$ cat config.mk
export PLATFORM = sky130hd
export DESIGN_NAME = ctl_regbank
export DESIGN_NICKNAME = d
export VERILOG_FILES = /design/src/rtl/ctl_regbank_pkg.sv /design/src/rtl/ctl_bus_if.sv /design/src/rtl/ctl_chan_bank.sv /design/src/rtl/ctl_coef_bank.sv /design/src/rtl/ctl_regbank.sv
export SDC_FILE = /design/constraint.sdc
export NUM_CORES = 1
export LEC_CHECK = 0
export ABC_AREA = 1
export ABC_CLOCK_PERIOD_IN_PS = 3410
export BUFFER_PORTS_ARGS = -buffer_cell sky130_fd_sc_hd__buf_2
export CORE_AREA = 2 2 405 407
export DETAILED_ROUTE_END_ITERATION = 10
export DIE_AREA = 0 0 407 409
export PLACE_DENSITY = 0.55
export RECOVER_POWER = 25
export SETUP_SLACK_MARGIN = 0.02
export SYNTH_ARGS = -nofsm -noshare
export SYNTH_HDL_FRONTEND = slang
export SYNTH_SLANG_ARGS = --single-unit
$ cat constraint.sdc
create_clock -name clk -period 3.41 [get_ports clk]
set_input_delay 0.682 -clock clk [delete_from_list [all_inputs] [get_ports clk]]
set_output_delay 0.682 -clock clk [all_outputs]
set_load 0.02 [all_outputs]
$ cat src/rtl/ctl_regbank_pkg.sv
package ctl_regbank_pkg;
  localparam int DW       = 8;
  localparam int AW       = 6;
  localparam int NUM_CFG  = 16;
  localparam int NUM_CH   = 4;
  localparam int NUM_IQ   = 2 * NUM_CH;
  localparam int IQ_W     = 16;
  localparam int FREQ_W   = 32;
  localparam int PH_W     = 16;
  localparam int GAIN_W   = 8;
  localparam int NUM_COEF = 32;
  localparam int CW       = 16;
  localparam int CIDX_W   = $clog2(NUM_COEF);
  localparam int CH_W     = $clog2(NUM_CH);
  localparam logic [3:0] STATUS_IDX = 4'd14;

  typedef enum logic [1:0] {
    PG_CHAN    = 2'd0,
    PG_MON     = 2'd1,
    PG_COEF_LO = 2'd2,
    PG_COEF_HI = 2'd3
  } page_e;
endpackage

$ cat src/rtl/ctl_bus_if.sv
module ctl_bus_if (
  input  logic clk,
  input  logic rst_n,
  input  logic cs,
  input  logic rd,
  input  logic wr,
  output logic wr_stb,
  output logic rd_en
);
  logic wr_q;

  always_ff @(posedge clk or negedge rst_n) begin
    if (!rst_n) wr_q <= 1'b0;
    else        wr_q <= wr;
  end

  assign wr_stb = cs & wr & ~wr_q;
  assign rd_en  = cs & rd;
endmodule

$ cat src/rtl/ctl_chan_bank.sv
module ctl_chan_bank
  import ctl_regbank_pkg::*;
(
  input  logic                     clk,
  input  logic                     rst_n,
  input  logic                     wr_en,
  input  logic [CH_W+2:0]          addr,
  input  logic [DW-1:0]            din,
  output logic [DW-1:0]            rd_data,
  output logic [NUM_CH*FREQ_W-1:0] freq_o,
  output logic [NUM_CH*PH_W-1:0]   phase_o,
  output logic [NUM_CH*GAIN_W-1:0] gain_o
);
  logic [CH_W-1:0] sel;
  logic [2:0]      off;
  assign sel = addr[CH_W+2:3];
  assign off = addr[2:0];

  for (genvar c = 0; c < NUM_CH; c++) begin : g_ch
    logic [FREQ_W-1:0] freq_q;
    logic [PH_W-1:0]   phase_q;
    logic [GAIN_W-1:0] gain_q;

    always_ff @(posedge clk or negedge rst_n) begin
      if (!rst_n) begin
        freq_q  <= '0;
        phase_q <= '0;
        gain_q  <= '0;
      end else if (wr_en && sel == CH_W'(c)) begin
        case (off)
          3'd0: freq_q[7:0]   <= din;
          3'd1: freq_q[15:8]  <= din;
          3'd2: freq_q[23:16] <= din;
          3'd3: freq_q[31:24] <= din;
          3'd4: phase_q[7:0]  <= din;
          3'd5: phase_q[15:8] <= din;
          3'd6: gain_q        <= din;
          default: ;
        endcase
      end
    end

    assign freq_o[c*FREQ_W +: FREQ_W] = freq_q;
    assign phase_o[c*PH_W +: PH_W]    = phase_q;
    assign gain_o[c*GAIN_W +: GAIN_W] = gain_q;
  end

  logic [FREQ_W-1:0] freq_s;
  logic [PH_W-1:0]   phase_s;
  logic [GAIN_W-1:0] gain_s;

  always_comb begin
    freq_s  = freq_o[sel*FREQ_W +: FREQ_W];
    phase_s = phase_o[sel*PH_W +: PH_W];
    gain_s  = gain_o[sel*GAIN_W +: GAIN_W];
    case (off)
      3'd0: rd_data = freq_s[7:0];
      3'd1: rd_data = freq_s[15:8];
      3'd2: rd_data = freq_s[23:16];
      3'd3: rd_data = freq_s[31:24];
      3'd4: rd_data = phase_s[7:0];
      3'd5: rd_data = phase_s[15:8];
      3'd6: rd_data = gain_s;
      default: rd_data = '0;
    endcase
  end
endmodule

$ cat src/rtl/ctl_coef_bank.sv
module ctl_coef_bank
  import ctl_regbank_pkg::*;
(
  input  logic                   clk,
  input  logic                   rst_n,
  input  logic                   wr_en,
  input  logic [CIDX_W-1:0]      idx,
  input  logic                   hi_byte,
  input  logic [DW-1:0]          din,
  output logic [DW-1:0]          rd_data,
  output logic [NUM_COEF*CW-1:0] coef_o,
  output logic [DW-1:0]          hold_o,
  output logic [CIDX_W-1:0]      hold_idx_o,
  output logic                   pend_o
);
  logic [CW-1:0]     coef_q [NUM_COEF];
  logic [DW-1:0]     hold_q;
  logic [CIDX_W-1:0] hidx_q;
  logic              pend_q;

  always_ff @(posedge clk or negedge rst_n) begin
    if (!rst_n) begin
      for (int i = 0; i < NUM_COEF; i++) coef_q[i] <= '0;
      hold_q <= '0;
      hidx_q <= '0;
      pend_q <= 1'b0;
    end else if (wr_en) begin
      if (!hi_byte) begin
        hold_q <= din;
        hidx_q <= idx;
        pend_q <= 1'b1;
      end else if (pend_q && hidx_q == idx) begin
        coef_q[idx] <= {din, hold_q};
        pend_q      <= 1'b0;
      end
    end
  end

  for (genvar k = 0; k < NUM_COEF; k++) begin : g_out
    assign coef_o[k*CW +: CW] = coef_q[k];
  end

  assign rd_data    = hi_byte ? coef_q[idx][CW-1:DW] : coef_q[idx][DW-1:0];
  assign hold_o     = hold_q;
  assign hold_idx_o = hidx_q;
  assign pend_o     = pend_q;
endmodule

$ cat src/rtl/ctl_regbank.sv
module ctl_regbank
  import ctl_regbank_pkg::*;
(
  input  logic                      clk,
  input  logic                      rst_n,
  input  logic                      bus_cs,
  input  logic                      bus_rd,
  input  logic                      bus_wr,
  input  logic [AW-1:0]             bus_addr,
  input  logic [DW-1:0]             bus_din,
  output logic [DW-1:0]             bus_dout,
  output logic                      bus_oe,
  output logic [1:0]                page_sel,
  output logic [NUM_CFG*DW-1:0]     cfg_bytes,
  output logic [NUM_IQ*IQ_W-1:0]    iq_words,
  output logic [NUM_CH*FREQ_W-1:0]  chan_freq,
  output logic [NUM_CH*PH_W-1:0]    chan_phase,
  output logic [NUM_CH*GAIN_W-1:0]  chan_gain,
  output logic [NUM_COEF*CW-1:0]    coef_words,
  output logic [CW-1:0]             coef_center
);
  logic wr_stb, rd_en;

  ctl_bus_if u_bus (
    .clk(clk), .rst_n(rst_n), .cs(bus_cs), .rd(bus_rd), .wr(bus_wr),
    .wr_stb(wr_stb), .rd_en(rd_en)
  );

  logic [DW-1:0]   cfg_q [NUM_CFG];
  logic [IQ_W-1:0] iq_q  [NUM_IQ];
  page_e           page;
  logic            in_low, in_cfg, in_win;

  assign in_low = ~bus_addr[5];
  assign in_cfg = in_low & ~bus_addr[4];
  assign in_win = bus_addr[5];
  assign page   = page_e'(cfg_q[STATUS_IDX][1:0]);

  always_ff @(posedge clk or negedge rst_n) begin
    if (!rst_n) begin
      for (int i = 0; i < NUM_CFG; i++) cfg_q[i] <= '0;
      for (int i = 0; i < NUM_IQ; i++)  iq_q[i]  <= '0;
    end else if (wr_stb && in_low) begin
      if (in_cfg) begin
        if (bus_addr[3:0] == STATUS_IDX) cfg_q[STATUS_IDX] <= {6'b0, bus_din[1:0]};
        else                             cfg_q[bus_addr[3:0]] <= bus_din;
      end else if (bus_addr[0]) begin
        iq_q[bus_addr[3:1]][15:8] <= bus_din;
      end else begin
        iq_q[bus_addr[3:1]][7:0] <= bus_din;
      end
    end
  end

  // window banks
  logic              chan_wr, coef_wr;
  logic [DW-1:0]     chan_rd, coef_rd, hold_byte;
  logic [CIDX_W-1:0] hold_idx;
  logic              coef_pend;

  assign chan_wr = wr_stb & in_win & (page == PG_CHAN);
  assign coef_wr = wr_stb & in_win & page[1];

  ctl_chan_bank u_chan (
    .clk(clk), .rst_n(rst_n), .wr_en(chan_wr), .addr(bus_addr[4:0]),
    .din(bus_din), .rd_data(chan_rd),
    .freq_o(chan_freq), .phase_o(chan_phase), .gain_o(chan_gain)
  );

  ctl_coef_bank u_coef (
    .clk(clk), .rst_n(rst_n), .wr_en(coef_wr),
    .idx({page[0], bus_addr[4:1]}), .hi_byte(bus_addr[0]), .din(bus_din),
    .rd_data(coef_rd), .coef_o(coef_words), .hold_o(hold_byte),
    .hold_idx_o(hold_idx), .pend_o(coef_pend)
  );

  // parallel outputs
  for (genvar n = 0; n < NUM_CFG; n++) begin : g_cfg
    if (n == STATUS_IDX) begin : g_stat
      assign cfg_bytes[n*DW +: DW] = {coef_pend, 5'b0, cfg_q[n][1:0]};
    end else begin : g_plain
      assign cfg_bytes[n*DW +: DW] = cfg_q[n];
    end
  end

  for (genvar k = 0; k < NUM_IQ; k++) begin : g_iq
    assign iq_words[k*IQ_W +: IQ_W] = iq_q[k];
  end

  assign page_sel    = page;
  assign coef_center = coef_words[(NUM_COEF-1)*CW +: CW];

  // read path
  logic [DW-1:0] mon_rd, rd_mux;

  always_comb begin
    case (bus_addr[4:0])
      5'd0:    mon_rd = hold_byte;
      5'd1:    mon_rd = {coef_pend, 2'b00, hold_idx};
      default: mon_rd = '0;
    endcase
  end

  always_comb begin
    rd_mux = '0;
    if (in_cfg) begin
      rd_mux = cfg_bytes[bus_addr[3:0]*DW +: DW];
    end else if (in_low) begin
      rd_mux = bus_addr[0] ? iq_q[bus_addr[3:1]][15:8] : iq_q[bus_addr[3:1]][7:0];
    end else begin
      case (page)
        PG_CHAN: rd_mux = chan_rd;
        PG_MON:  rd_mux = mon_rd;
        default: rd_mux = coef_rd;
      endcase
    end
  end

  assign bus_oe   = rd_en;
  assign bus_dout = rd_en ? rd_mux : '0;
endmodule

==> flow_summary.rst <==
.. list-table::
   :header-rows: 1

   * - Metric
     - Value
   * - Total number of vias
     - 47718
   * - Area Growth Syn to Fin
     - 33.6%
   * - Clock tree root driver cell
     - sky130_fd_sc_hd__clkbuf_16
   * - Met3 GRT Util
     - 0.0684
   * - Nature of the critical path endpoint
     - primary output
   * - Clock sink count
     - 1001
   * - Worst path setup slack after routing
     - -184 ps
   * - Overall die area
     - 0.166 mm2
   * - Number of placed cells counting well taps
     - 9078
   * - Post-synthesis cell type count
     - 33
   * - Combined area of all synthesized cells
     - 0.0463 mm2
   * - Fraction of layout instances using a drive strength above 1
     - 0.259
   * - TritonCTS clock tree
     - done
   * - Clock period minus worst slack
     - 3590 ps
   * - Cell with the largest stage delay on the worst path
     - sky130_fd_sc_hd__o21ai_1
   * - Startpoint of the worst setup timing path
     - bus_addr[1]
   * - Most used cell, CP
     - sky130_fd_sc_hd__nand2_1
   * - Number of placed I/O pins
     - 1038
   * - Post-detailed-placement cell area
     - 0.0563 mm2
   * - Kind of path behind the tightest hold check
     - primary input to register
   * - Hold wc startpoint
     - bus_din[4]
   * - Placeable Area
     - 0.162 mm2
   * - Worst skew pair latency
     - 760 ps
   * - Worst path cell trace
     - buf_16, buf_12, buf_16, o21ai_1, nand2_1, nand2_1, nand2_1, nand2_1, nor2_1, nand2_2, nand2_2, nand2_2, nand3_2, buf_6, nand2_4, a21oi_4, buf_6
   * - Final-report max-slew violation count
     - 43
   * - Number of vias per cell
     - 5.10
   * - Share of async-settable or async-resettable flops after synthesis
     - 1.00
   * - Worst-case setup slack after placement
     - -778 ps
   * - First-pass GRT wire length
     - 355000 um
   * - DR iter-0 viols
     - 5467
   * - GRT met2 Usage
     - 0.476
   * - Port Buf Inserts
     - 1032
   * - Result of the run
     - complete, but fails checks
   * - Top cell type by total area after synthesis
     - sky130_fd_sc_hd__dfrtp_1
   * - Least-Margin Pin Slew
     - 2160 ps
   * - Final WL
     - 258000 um
   * - Maximum number of buffers from clock root to sink
     - 3
   * - Die width
     - 407 um
   * - Delay of the slowest cell on the worst path
     - 390 ps
   * - Failing checks
     - max-capacitance violations, max-slew violations, negative setup slack
   * - Met1 Use GR
     - 0.380
   * - Post-route ant nets
     - 0
   * - Standard-cell rows
     - 148
   * - Top cells by area, synth
     - sky130_fd_sc_hd__dfrtp_1 54%, sky130_fd_sc_hd__nand2_1 18%, sky130_fd_sc_hd__o21ai_0 12%
   * - Sum of overflow across all layers after global routing
     - 0
   * - Relative slew slack
     - -0.437
   * - Total non-filler cell area in the finished layout
     - 0.0618 mm2
   * - Average routed wire per standard cell
     - 27.6 um
   * - Post-layout nets
     - 7097
   * - Achievable Freq
     - 0.278 GHz
   * - Top flip-flop cell by instance count after synthesis
     - sky130_fd_sc_hd__dfrtp_1
   * - Maximum number of pins on one net before global-route repair
     - 82
   * - Data arrival time of the worst path
     - 2910 ps
   * - Static Leakage
     - 32.0 nW
   * - Maximum VDD drop
     - 0.400 mV
   * - Clock-pin slew of the registers on the worst-case setup and hold paths
     - 60 ps
   * - Source of the worst register-to-register timing path
     - cfg_bytes[112]$_DFFE_PN0P_
   * - Non-Filler Instances
     - 9354
   * - Total iterations of the first detailed-routing run
     - 5
   * - Final setup skew
     - 33.8 ps
   * - Area share of the leading cell type in the synthesized netlist
     - 0.542
   * - Initial cell density of the core
     - 0.285
   * - Synth top cells by count
     - 2270 x sky130_fd_sc_hd__nand2_1, 1084 x sky130_fd_sc_hd__o21ai_0, 1001 x sky130_fd_sc_hd__dfrtp_1, 388 x sky130_fd_sc_hd__inv_1, 372 x sky130_fd_sc_hd__nor2_1
   * - Max Fanout on Critical Path
     - 19
   * - Most Crowded Layer GR
     - met2
   * - Total of max-cap violations
     - 1
   * - Total global routing track utilization
     - 0.301
   * - Post-synth EDFFs
     - 0
   * - Startpoint Class
     - primary input
   * - Most common cell in the synthesized netlist
     - sky130_fd_sc_hd__nand2_1
   * - Total of endpoints with negative setup slack in the final report
     - 8
   * - Final total negative setup slack
     - -1050 ps
   * - Vertical die dimension
     - 409 um
   * - Mapped Cells
     - 5952
   * - Final hold viol count
     - 0
   * - Worst setup path class
     - primary input to primary output
   * - Proportion of synthesized chip area in sequential cells
     - 0.542
   * - Final worst-path cycle share
     - 1.05
   * - Gpl congestion
     - 0.964
   * - Initial antenna violation count
     - 12
   * - Ys Warns
     - 0
   * - Seq cells post-synth
     - 1001
   * - Via count of the first global-routing pass
     - 44754
   * - Worst endpoint required time
     - 2730 ps
   * - DR DRC count
     - 0
   * - Unrepaired setup endpoints after global routing
     - true
   * - Post-detail-place hpwl
     - 192000 um
   * - Maximum level of the CTS H-tree
     - 3
   * - Syn Area/Cell
     - 7.77 um2
   * - Total CTS buffers
     - 116
   * - Tightest hold margin
     - 202 ps
   * - Power per Cell Area
     - 476 mW/mm2
## timing repair
action,CTS,global route
hold buffers,2,0
resized for setup,209,63
cloned,9,4
pin swaps,67,45
hold endpoints to repair,21,0
setup buffers,37,11
setup endpoints to repair,8,8
## placed cells by master (no fill, tap or decap), types with 11 or more instances in the layout
cell type                   instances
sky130_fd_sc_hd__a21oi_1           32
sky130_fd_sc_hd__buf_12            96
sky130_fd_sc_hd__buf_16            11
sky130_fd_sc_hd__buf_2           1020
sky130_fd_sc_hd__buf_4            252
sky130_fd_sc_hd__buf_6             38
sky130_fd_sc_hd__clkbuf_1          27
sky130_fd_sc_hd__clkbuf_16        121
sky130_fd_sc_hd__clkbuf_8          32
sky130_fd_sc_hd__clkinv_2          18
sky130_fd_sc_hd__dfrtp_1          988
sky130_fd_sc_hd__dfrtp_2           13
sky130_fd_sc_hd__inv_1            369
sky130_fd_sc_hd__inv_2             20
sky130_fd_sc_hd__nand2_1         2218
sky130_fd_sc_hd__nand2_2           40
sky130_fd_sc_hd__nand3_1           19
sky130_fd_sc_hd__nand4_1           81
sky130_fd_sc_hd__nand4_2           29
sky130_fd_sc_hd__nor2_1           342
sky130_fd_sc_hd__nor2_2            25
sky130_fd_sc_hd__nor2_4            11
sky130_fd_sc_hd__o21ai_0         1060
sky130_fd_sc_hd__o21ai_1           58
sky130_fd_sc_hd__o22ai_1           82
sky130_fd_sc_hd__or2_2             21
## worst paths after layout
kind | endpoint | slack, ps | cells after the start
min reg2reg | u_chan.g_ch[1].phase_q[7]$_DFFE_PN0P_ | 500 | 2
min in group asynchronous | u_coef.coef_o[161]$_DFFE_PN0P_ | 1120 | 2
max reg2reg | u_chan.g_ch[0].freq_q[29]$_DFFE_PN0P_ | 780 | 8
max | bus_dout[0] | -180 | 17
max in group asynchronous | u_coef.coef_o[492]$_DFFE_PN0P_ | 110 | 3
min | u_coef.hold_o[4]$_DFFE_PN0P_ | 200 | 3
## area by class of cell
class	count	area, um2
clock inverter	44	553
multi-input combinational	4105	18400
inverter	403	1560
clock buffer	169	3440
fill	16864	100000
timing repair buffer	1451	10000
antenna	6	15.0
sequential	1001	25100
tap	2175	2720
## routing by layer
| metal | share of wire | vias up | wire [um] |
|---|---|---|---|
| li1 | - | 21250 | - |
| met1 | 0.39 | 23428 | 102000 |
| met2 | 0.46 | 2510 | 118000 |
| met3 | 0.087 | 522 | 22400 |
| met4 | 0.063 | 8 | 16400 |
| met5 | 0.00022 | - | 57 |
## per-stage QoR
| stage | power, mW | util |
|---|---|---|
| 6_report | 29.4 | 0.381 |
| 5_1_grt | 30.3 | 0.381 |
| 4_1_cts | 29.6 | 0.380 |
| 3_5_place_dp | 16.3 | 0.347 |
| 3_3_place_gp | 16.2 | 0.347 |
| 2_1_floorplan | 14.2 | - |
## state kept, by name, summed over array words and instances, names as in the netlist
signal	count
cfg_bytes	122
u_coef.hold_idx_o	5
u_coef.hold_o	8
u_chan.g_ch.gain_q	32
u_coef.coef_o	512
u_chan.g_ch.freq_q	128
u_bus.wr_q	1
iq_words	128
u_coef.pend_o	1
u_chan.g_ch.phase_q	64
## power by group
part	internal [mW]	total [mW]	switching [mW]	leakage, nW
sequential	12.2	12.5	0.362	13.8
combinational	1.13	3.74	2.61	16.3
clock	7.61	13.1	5.51	1.96
## worst max-delay path: cells and delay by family
family | cells | cell delay [ps]
AO/OA/AOI/OAI | 2 | 460
AND/OR/NAND/NOR | 10 | 890
buffers and inverters | 5 | 800
## cells by family (layout without fill, tap and decap cells)
group / Yosys count / in the layout / synth area share
other: 1 / 11 / 0.0000811
flip-flops: 1001 / 1001 / 0.542
AO/OA/AOI/OAI: 1273 / 1273 / 0.141
AND/OR/NAND/NOR: 2826 / 2826 / 0.243
buffers and inverters: 850 / 2067 / 0.0740
XOR/XNOR: 1 / 1 / 0.000189
No activity file was read; power rests on OpenSTA's default activity.
